## src/rtl/hif_pkg.sv

```systemverilog
package hif_pkg;

   localparam int unsigned BYTE_W = 8;

   // command word bit positions
   localparam int CMD_TXEN   = 0;
   localparam int CMD_DTR    = 1;
   localparam int CMD_ERRCLR = 4;
   localparam int CMD_RTS    = 5;
   localparam int CMD_IRESET = 6;

   // status word bit positions
   localparam int ST_TXRDY  = 0;
   localparam int ST_RXRDY  = 1;
   localparam int ST_TXEMP  = 2;
   localparam int ST_PAR    = 3;
   localparam int ST_OVR    = 4;
   localparam int ST_FRM    = 5;
   localparam int ST_SYNBRK = 6;
   localparam int ST_DSR    = 7;

   typedef enum logic {
      PH_MODE = 1'b0,
      PH_CMD  = 1'b1
   } phase_e;

   typedef struct packed {
      logic frame;
      logic overrun;
      logic parity;
   } err_t;

endpackage

```

## src/rtl/hif_sync.sv

```systemverilog
module hif_sync #(
   parameter int unsigned STAGES = 2
) (
   input  logic clk,
   input  logic rst_n,
   input  logic cs_n,
   input  logic rd_n,
   input  logic wr_n,
   input  logic sel,
   output logic rd_act,
   output logic rd_fire,
   output logic wr_fire,
   output logic sel_s
);

   localparam int unsigned NSIG = 4;
   localparam logic [NSIG-1:0] IDLE = 4'b0111; // sel, cs_n, rd_n, wr_n

   logic [NSIG-1:0] raw;
   logic [NSIG-1:0] synced;
   logic            wr_act;
   logic            rd_q;
   logic            wr_q;

   assign raw = {sel, cs_n, rd_n, wr_n};

   if (STAGES > 4) begin : g_bad_stages
      initial $fatal(1, "hif_sync: STAGES must be 0..4");
   end

   if (STAGES == 0) begin : g_direct
      assign synced = raw;
   end else begin : g_chain
      logic [NSIG-1:0] chain [STAGES];
      always_ff @(posedge clk or negedge rst_n) begin
         if (!rst_n) begin
            for (int i = 0; i < int'(STAGES); i++) chain[i] <= IDLE;
         end else begin
            chain[0] <= raw;
            for (int i = 1; i < int'(STAGES); i++) chain[i] <= chain[i-1];
         end
      end
      assign synced = chain[STAGES-1];
   end

   assign sel_s  = synced[3];
   assign rd_act = ~synced[2] & ~synced[1];
   assign wr_act = ~synced[2] & ~synced[0];

   always_ff @(posedge clk or negedge rst_n) begin
      if (!rst_n) begin
         rd_q <= 1'b0;
         wr_q <= 1'b0;
      end else begin
         rd_q <= rd_act;
         wr_q <= wr_act;
      end
   end

   assign rd_fire = rd_act & ~rd_q;
   assign wr_fire = wr_act & ~wr_q;

   // one action per strobe assertion
   a_r13_single_write: assert property (@(posedge clk) disable iff (!rst_n)
      wr_fire |=> !wr_fire);
   a_r13_single_read: assert property (@(posedge clk) disable iff (!rst_n)
      rd_fire |=> !rd_fire);

endmodule

```

## src/rtl/hif_regs.sv

```systemverilog
module hif_regs
   import hif_pkg::*;
#(
   parameter int unsigned DATA_W = 8
) (
   input  logic              clk,
   input  logic              rst_n,
   input  logic              rd_fire,
   input  logic              wr_fire,
   input  logic              sel_s,
   input  logic [DATA_W-1:0] din,
   input  logic [DATA_W-1:0] rx_data,
   input  logic              rx_strobe,
   input  logic              tx_accept,
   input  logic              err_parity,
   input  logic              err_frame,
   input  logic              cts_n,
   output logic [DATA_W-1:0] mode_word,
   output logic [DATA_W-1:0] cmd_word,
   output logic [DATA_W-1:0] tx_buf,
   output logic              tx_full,
   output logic [DATA_W-1:0] rx_buf,
   output logic              rx_full,
   output err_t              err,
   output logic              tx_enable
);

   localparam logic [DATA_W-1:0] CMD_KEEP =
      ~((DATA_W'(1) << CMD_ERRCLR) | (DATA_W'(1) << CMD_IRESET));

   phase_e phase;
   logic   ctl_wr;
   logic   dat_wr;
   logic   dat_rd;
   logic   cmd_wr;
   logic   err_clr;
   logic   ovr_hit;

   assign ctl_wr  = wr_fire &  sel_s;
   assign dat_wr  = wr_fire & ~sel_s;
   assign dat_rd  = rd_fire & ~sel_s;
   assign cmd_wr  = ctl_wr & (phase == PH_CMD);
   assign err_clr = cmd_wr & din[CMD_ERRCLR];
   assign ovr_hit = rx_strobe & rx_full & ~dat_rd;

   // mode / command sequencer
   always_ff @(posedge clk or negedge rst_n) begin
      if (!rst_n) begin
         phase     <= PH_MODE;
         mode_word <= '0;
         cmd_word  <= '0;
      end else if (ctl_wr) begin
         if (phase == PH_MODE) begin
            mode_word <= din;
            phase     <= PH_CMD;
         end else if (din[CMD_IRESET]) begin
            cmd_word  <= '0;
            phase     <= PH_MODE;
         end else begin
            cmd_word  <= din & CMD_KEEP;
         end
      end
   end

   // sticky error flags
   always_ff @(posedge clk or negedge rst_n) begin
      if (!rst_n) begin
         err <= '0;
      end else begin
         err.parity  <= (err.parity  & ~err_clr) | err_parity;
         err.frame   <= (err.frame   & ~err_clr) | err_frame;
         err.overrun <= (err.overrun & ~err_clr) | ovr_hit;
      end
   end

   // receive holding buffer
   always_ff @(posedge clk or negedge rst_n) begin
      if (!rst_n) begin
         rx_buf  <= '0;
         rx_full <= 1'b0;
      end else if (rx_strobe) begin
         rx_buf  <= rx_data;
         rx_full <= 1'b1;
      end else if (dat_rd) begin
         rx_full <= 1'b0;
      end
   end

   // transmit holding buffer
   always_ff @(posedge clk or negedge rst_n) begin
      if (!rst_n) begin
         tx_buf  <= '0;
         tx_full <= 1'b0;
      end else if (dat_wr) begin
         tx_buf  <= din;
         tx_full <= 1'b1;
      end else if (tx_accept) begin
         tx_full <= 1'b0;
      end
   end

   assign tx_enable = cmd_word[CMD_TXEN] & ~cts_n;

   // capture and clear of the receive buffer
   a_r9_rx_set: assert property (@(posedge clk) disable iff (!rst_n)
      rx_strobe |=> (rx_full && rx_buf == $past(rx_data)));
   a_r9_rx_clear: assert property (@(posedge clk) disable iff (!rst_n)
      (dat_rd && !rx_strobe) |=> !rx_full);
   // internal reset empties the command word
   a_r12_ireset: assert property (@(posedge clk) disable iff (!rst_n)
      (cmd_wr && din[CMD_IRESET]) |=> (cmd_word == '0));
   // bit 4 never stays in the command word
   a_r11_no_keep: assert property (@(posedge clk) disable iff (!rst_n)
      cmd_wr |=> !cmd_word[CMD_ERRCLR]);

endmodule

```

## src/rtl/hif_status.sv

```systemverilog
module hif_status
   import hif_pkg::*;
(
   input  logic              tx_full,
   input  logic              rx_full,
   input  logic              tx_empty,
   input  err_t              err,
   input  logic              syn_brk,
   input  logic              dsr_n,
   output logic [BYTE_W-1:0] status
);

   always_comb begin
      status            = '0;
      status[ST_TXRDY]  = ~tx_full;
      status[ST_RXRDY]  = rx_full;
      status[ST_TXEMP]  = tx_empty;
      status[ST_PAR]    = err.parity;
      status[ST_OVR]    = err.overrun;
      status[ST_FRM]    = err.frame;
      status[ST_SYNBRK] = syn_brk;
      status[ST_DSR]    = ~dsr_n;
   end

endmodule

```

## src/rtl/usart_host_if.sv

```systemverilog
module usart_host_if
   import hif_pkg::*;
#(
   parameter int unsigned DATA_W      = 8,
   parameter int unsigned SYNC_STAGES = 2
) (
   input  logic              clk,
   input  logic              rst_n,
   input  logic              cs_n,
   input  logic              rd_n,
   input  logic              wr_n,
   input  logic              sel_ctl,
   input  logic [DATA_W-1:0] din,
   output logic [DATA_W-1:0] dout,
   output logic              oe_n,
   input  logic              dsr_n,
   input  logic              cts_n,
   output logic              dtr_n,
   output logic              rts_n,
   output logic              tx_enable,
   output logic [DATA_W-1:0] mode_word,
   output logic [DATA_W-1:0] tx_data,
   output logic              tx_valid,
   input  logic              tx_accept,
   input  logic              tx_empty,
   input  logic [DATA_W-1:0] rx_data,
   input  logic              rx_strobe,
   output logic              rx_ready,
   input  logic              err_parity,
   input  logic              err_frame,
   input  logic              syn_brk
);

   if (DATA_W != BYTE_W) begin : g_bad_width
      initial $fatal(1, "usart_host_if: DATA_W must equal 8");
   end

   logic              rd_act;
   logic              rd_fire;
   logic              wr_fire;
   logic              sel_s;
   logic [DATA_W-1:0] cmd_word;
   logic [DATA_W-1:0] rx_buf;
   logic              rx_full;
   logic              tx_full;
   err_t              err;
   logic [BYTE_W-1:0] status;

   hif_sync #(.STAGES(SYNC_STAGES)) u_sync (
      .clk     (clk),
      .rst_n   (rst_n),
      .cs_n    (cs_n),
      .rd_n    (rd_n),
      .wr_n    (wr_n),
      .sel     (sel_ctl),
      .rd_act  (rd_act),
      .rd_fire (rd_fire),
      .wr_fire (wr_fire),
      .sel_s   (sel_s)
   );

   hif_regs #(.DATA_W(DATA_W)) u_regs (
      .clk        (clk),
      .rst_n      (rst_n),
      .rd_fire    (rd_fire),
      .wr_fire    (wr_fire),
      .sel_s      (sel_s),
      .din        (din),
      .rx_data    (rx_data),
      .rx_strobe  (rx_strobe),
      .tx_accept  (tx_accept),
      .err_parity (err_parity),
      .err_frame  (err_frame),
      .cts_n      (cts_n),
      .mode_word  (mode_word),
      .cmd_word   (cmd_word),
      .tx_buf     (tx_data),
      .tx_full    (tx_full),
      .rx_buf     (rx_buf),
      .rx_full    (rx_full),
      .err        (err),
      .tx_enable  (tx_enable)
   );

   hif_status u_status (
      .tx_full  (tx_full),
      .rx_full  (rx_full),
      .tx_empty (tx_empty),
      .err      (err),
      .syn_brk  (syn_brk),
      .dsr_n    (dsr_n),
      .status   (status)
   );

   assign dout     = rd_act ? (sel_s ? status : rx_buf) : '0;
   assign oe_n     = ~rd_act;
   assign dtr_n    = ~cmd_word[CMD_DTR];
   assign rts_n    = ~cmd_word[CMD_RTS];
   assign tx_valid = tx_full;
   assign rx_ready = rx_full;

   // no transmit enable without clear-to-send
   a_r7_cts_gate: assert property (@(posedge clk) disable iff (!rst_n)
      cts_n |-> !tx_enable);
   // the bus is quiet while the output enable is off
   a_r3_quiet_bus: assert property (@(posedge clk) disable iff (!rst_n)
      oe_n |-> (dout == '0));
   // modem pins move only after a control write
   a_r6_dtr_cause: assert property (@(posedge clk) disable iff (!rst_n)
      !$stable(dtr_n) |-> $past(wr_fire && sel_s));
   a_r6_rts_cause: assert property (@(posedge clk) disable iff (!rst_n)
      !$stable(rts_n) |-> $past(wr_fire && sel_s));

endmodule

```

## config.mk

```make
export PLATFORM = sky130hd
export DESIGN_NAME = usart_host_if
export DESIGN_NICKNAME = d
export VERILOG_FILES = /design/src/rtl/hif_pkg.sv /design/src/rtl/hif_sync.sv /design/src/rtl/hif_regs.sv /design/src/rtl/hif_status.sv /design/src/rtl/usart_host_if.sv
export SDC_FILE = /design/constraint.sdc
export NUM_CORES = 1
export LEC_CHECK = 0
export ABC_AREA = 0
export BUFFER_PORTS_ARGS = -buffer_cell sky130_fd_sc_hd__buf_2
export CAP_MARGIN = 20
export CORE_MARGIN = 3
export CORE_UTILIZATION = 47
export DETAILED_ROUTE_END_ITERATION = 6
export PLACE_DENSITY = 0.84
export SLEW_MARGIN = 20
export SYNTH_ARGS = -nofsm -noshare
export SYNTH_HDL_FRONTEND = slang
export SYNTH_SLANG_ARGS = --single-unit
```

## constraint.sdc

```tcl
create_clock -name clk -period 1.7 [get_ports clk]
set_clock_uncertainty 0.1 [all_clocks]
set_input_delay 0.255 -clock clk [delete_from_list [all_inputs] [get_ports clk]]
set_output_delay 0.255 -clock clk [all_outputs]
set_load 0.01 [all_outputs]
```

-- Yosys cells after proc, flatten, opt, wreduce, memory -nomap -nowiden
Cells that the tools add are included.
- flip-flop bits (word level): 46
- bits in latches: 0
- RAM bits: 0
- bits in read-only memories: 0
- logic and storage cells: 60
- memories: 0
- add/sub/neg operators: 0
- multiply operators: 0
- div/mod/pow operators: 0
- $lt $le $gt $ge: 0
- eq/ne operators: 0
- shift-type cells: 0
- muxes and demuxes: 9
- bitwise logic cells: 33
- reductions and logical operators: 4
- operator list (kind ; count):
    8-bit two-way mux ; 2
    1-bit bitwise AND ; 15
    1-bit inverter ; 15
    1-bit two-way mux ; 6
    6-bit two-way mux ; 1
    2-bit AND reduction ; 2
    2-bit nonzero test ; 2
    1-bit OR ; 3

-- Longest topological paths before layout
- word-level depth: 9
- gate-level depth with buffers: 4
- mapped depth without buffers: 4

-- By module
Synthesis repeated with hierarchy kept, for this count alone.
- cells, all modules: 134
- area total of the unflattened synthesis: 1948.1 µm²
- modules (own cells, without submodules) (module ; times used ; cells each ; area each (µm²)):
    hif_regs ; 1 ; 92 ; 1477.7
    hif_sync ; 1 ; 14 ; 285.3
    usart_host_if ; 1 ; 20 ; 132.6
    hif_status ; 1 ; 8 ; 52.6

-- Worst setup path after synthesis
No wires, ideal clock.
- kind: flip-flop to flip-flop
- from: register u_sync.g_chain.chain (netlist bit u_sync.synced[0])
- to: register u_regs.mode_word[0]
- library setup time: 0.125 ns
- arrival time: 1.324 ns
- setup slack: 0.152 ns
- stages on the path, launching flop included: 5
- buffers on the path: 1
- cells stage by stage: dfstp_2 nor4b_4 and2b_1 buf_6 mux2_2
- cells in the longest elaborated chain, start to end: 5
- RTL lines (what ; line ; text):
    from (decl) ; hif_sync.sv:34 ; logic [NSIG-1:0] chain [STAGES];
    1-bit inverter ; hif_sync.sv:48 ; assign wr_act = ~synced[2] & ~synced[0];
    1-bit bitwise AND ; hif_sync.sv:48 ;
    1-bit bitwise AND ; hif_sync.sv:61 ; assign wr_fire = wr_act & ~wr_q;
    1-bit bitwise AND ; hif_regs.sv:39 ; assign ctl_wr = wr_fire & sel_s;
    2-bit AND reduction (no source line) ; -- ;
    to (signal assigned) ; hif_regs.sv:54 ; mode_word <= din;
    to (decl) ; hif_regs.sv:18 ; output logic [DATA_W-1:0] mode_word,
No other way between the ends.
A chain may end at the register's enable or synchronous reset.

-- Worst setup path after layout
- from: register u_sync.g_chain.chain (netlist bit u_sync.synced[2])
- to: output port dout[3]
- cells in the longest elaborated chain, start to end: 3
- RTL lines (what ; line ; text):
    1-bit inverter ; hif_sync.sv:47 ; assign rd_act = ~synced[2] & ~synced[1];
    1-bit bitwise AND ; hif_sync.sv:47 ;
    net rd_act ; usart_host_if.sv:38 ; logic rd_act;
    8-bit two-way mux ; usart_host_if.sv:95 ; assign dout = rd_act ? (sel_s ? status : rx_buf) : '0;
    to (decl) ; usart_host_if.sv:14 ; output logic [DATA_W-1:0] dout,
The timed path passes the listed nets, and every way through them passes these cells.

==> results.sh <==
export IMPL_critPathArrivalTime_ns=1.32
export IMPL_powerDensity_nw_per_um2=1080
export IMPL_yosys_area_share_adder=0
export IMPL_worstPathMaxFanout=5
export IMPL_initial_core_util=0.496
export IMPL_syn_area_per_cell_um2=15.0
export IMPL_path_clk_slew_ns=0.11
export IMPL_slew_viol_final=0
export IMPL_crit_slowest_cell="dfstp_2"
export IMPL_synth_ff_type="dfrtp_1"
export IMPL_fmax_mhz=598
export IMPL_syn_instance_count=112
export IMPL_irDropWorstVdd_uv=742
export IMPL_setup_violations=0
export IMPL_grt_pass1_vias=1200
export IMPL_ys_types=23
export IMPL_finalCriticalPeriod_ns=1.67
export IMPL_layout_drive_gt1_share=0.602
export IMPL_muxShareOfSynthArea=0.215
export IMPL_finalPower_uw=2440
export IMPL_drtIter0Drc=41
export IMPL_grt_max_degree=23
export IMPL_leakagePower_uw=0.00109
export IMPL_fin_hold_ws_ns=0.0425
export IMPL_worstHoldPathCells=2
export IMPL_synthSimpleGateAreaFrac=0.0819
export IMPL_grt_pass1_wl_um=5550
export IMPL_fp_dieW_um=65.8
export IMPL_crit_type="reg2out"
export IMPL_cp_required_ns=1.34
export IMPL_endpoint_kind="output port"
export IMPL_antenna_found_initial=0
export IMPL_layout_nets=220
export IMPL_cap_violations=0
export IMPL_track_usage=0.172
export IMPL_synth_compound_area_frac=0.0372
export IMPL_synth_seq_cells=43
export IMPL_synth_area_um2=1680
export IMPL_clk_path_buf_depth=2
export IMPL_via_per_inst=5.00
export IMPL_internal_power_uw=1760
export IMPL_root_buffer="clkbuf_4"
export IMPL_diodes=0
export IMPL_pwr_share_clk=0.224
export IMPL_area_delta_synth_final_pct=34.6
export IMPL_yosys_warnings=0
export IMPL_p_sw_uw=673
export IMPL_fp_dieH_um=65.8
export IMPL_via_count=1185
export IMPL_swShare=0.276
export IMPL_cts_tree="built"
export IMPL_hp_start="rx_data[4]"
export IMPL_rows=21
export IMPL_hold_path_class="in2reg"
export IMPL_drt_total_wl_um=3370
export IMPL_reg2reg_to="u_regs.err[1]"
export IMPL_hpwl_um=2400
export IMPL_worstMarginPinSlew_ns=0.511
export IMPL_min_to="u_regs.rx_buf[4]"
export IMPL_routedWlPerCell_um=14.2
export IMPL_die_area_um2=4330
export IMPL_r2r_cells=5
export IMPL_portBuffers=59
export IMPL_rrSetupSlack_ns=0.04
export IMPL_drtPass1Iterations=4
export IMPL_gp_congestion=0.685
export IMPL_drc=0
export IMPL_crit_path_max_incr_delay_ns=0.42
export IMPL_p_seq_frac=0.541
export IMPL_synth_top_family_by_area="multiplexers"
export IMPL_core_area_um2=3390
export IMPL_status="finished, final reports clean"
export IMPL_fin_crit_sh=0.983
export IMPL_cp_num_buf_inv=2
export IMPL_rsz0062_at_grt="true"
export IMPL_synth_edf_count=0
export IMPL_p_comb_frac=0.235
export IMPL_synth_yosys_seq_area_share=0.645
export IMPL_cts_buffers=5
export IMPL_critical_path_top_delay_family="flip-flops"
export IMPL_async_flop_share=1.00
export IMPL_synth_xor_area_frac=0
export IMPL_syn_nets=142
export IMPL_crit_path_start_kind="flop"
export IMPL_rr_startpoint="u_sync.synced[2]"
export IMPL_pin_count=60
export IMPL_crit_cells=4
export IMPL_clk_latency_ns=0.34
export IMPL_path_cells="nor2_4 > clkinvlp_4 > nor2_1 > buf_2"
export IMPL_slew_headroom=0.659
export IMPL_clkSinkCount=43
export IMPL_detail_route_antenna_nets=0
export IMPL_grt_overflow_total=0
export IMPL_hold_viol=0
export IMPL_htreeDepth=2
## logic make-up after synthesis
family / after synthesis
AND/OR/NAND/NOR: 21
flip-flops: 43
AO/OA/AOI/OAI: 8
buffers and inverters: 7
multiplexers: 33
## worst reg2reg max path: cells and delay by family, from the launching register on
family	cells	cell delay (ns)
AOI/OAI and AO/OA	1	0.23
DFF	1	0.42
and+or+nand+nor	2	0.49
buffers and inverters	2	0.31
## cell usage after synthesis (2+ instances only)
library cell  number  area share
dfrtp_1           37        0.55
a211oi_1           2      0.0089
nand3_1            2      0.0060
dfstp_2            6       0.094
inv_1              3      0.0067
nand2b_1           2      0.0074
mux2i_1            8       0.048
mux2_2            25        0.17
a21o_1             4       0.018
nor2_1             9       0.020
nor2b_1            2      0.0074
## registers in the layout, indices dropped and copies added (netlist names)
signal                count
u_regs.cmd_word           3
u_regs.err                3
u_regs.mode_word          8
u_regs.phase              1
u_regs.rx_buf             8
u_regs.rx_full            1
u_regs.tx_buf             8
u_regs.tx_full            1
u_sync.g_chain.chain      4
u_sync.rd_q               1
u_sync.synced             4
u_sync.wr_q               1
## final cells by class
cell class / count / area (um2)
Fill cell: 254 / 1130
Sequential cell: 43 / 1080
Multi-Input combinational cell: 62 / 583
Timing Repair Buffer: 73 / 443
Clock buffer: 8 / 68.8
Tap cell: 46 / 57.6
Inverter: 4 / 17.5
Timing Repair inverter: 1 / 7.51
## per-layer routing
metal  vias up  track usage  wire length [um]
met4         0       0.0518                39
li1        543            -                 -
met1       580        0.232              1430
met3         6       0.0646               345
met5         -            0                 0
met2        56        0.259              1550
## cell usage in the layout (no fill, tap or decap), types with 3 or more instances in the layout
cell and instances:
inv_1 3, buf_2 59, buf_4 5, dfstp_2 6
mux2_2 25, mux2i_1 8, clkbuf_4 5, dlygate4sd3_1 7
dfrtp_1 36, a21o_1 4, nor2_1 7
## through the flow
| stage | instances | setup slack [ns] | utilization | TNS, ns | instance area [um2] |
|---|---|---|---|---|---|
| floorplan | 112 | 0.152 | - | 0 | 1680 |
| global placement | 218 | 0.0845 | 0.606 | 0 | 2060 |
| detailed placement | 218 | 0.0627 | 0.606 | 0 | 2060 |
| CTS | 236 | -0.00526 | 0.663 | -0.00935 | 2250 |
| global route | 237 | -0.0571 | 0.667 | -0.317 | 2260 |
| finish | 237 | 0.0286 | 0.667 | 0 | 2260 |
## power by group through the flow
stage          Combinational, uW  Clock [uW]  Sequential [uW]
2_1_floorplan                225           0             1380
3_3_place_gp                 532           0             1330
3_5_place_dp                 551           0             1340
4_1_cts                      578         568             1320
5_1_grt                      630         610             1340
6_report                     573         546             1320
## what timing repair did
item,4_1_cts,5_1_grt
pin swaps,6,1
resized for setup,9,3
endpoints found under the setup margin,9,12
gates cloned,1,0
hold buffers,7,0
buffers inserted,2,1
endpoints found under the hold margin,27,0
## worst max path at each step
stage               slack, ns                  end              from
floorplan                0.15  u_regs.mode_word[0]  u_sync.synced[0]
finish                   0.03              dout[3]  u_sync.synced[2]
global placement         0.08  u_regs.mode_word[4]  u_sync.synced[0]
global route            -0.06              dout[3]  u_sync.synced[3]
CTS                    -0.005              dout[3]  u_sync.synced[2]
detailed placement       0.06  u_regs.mode_word[1]  u_sync.synced[0]
Note: power is estimated with default switching activity, not from simulation.
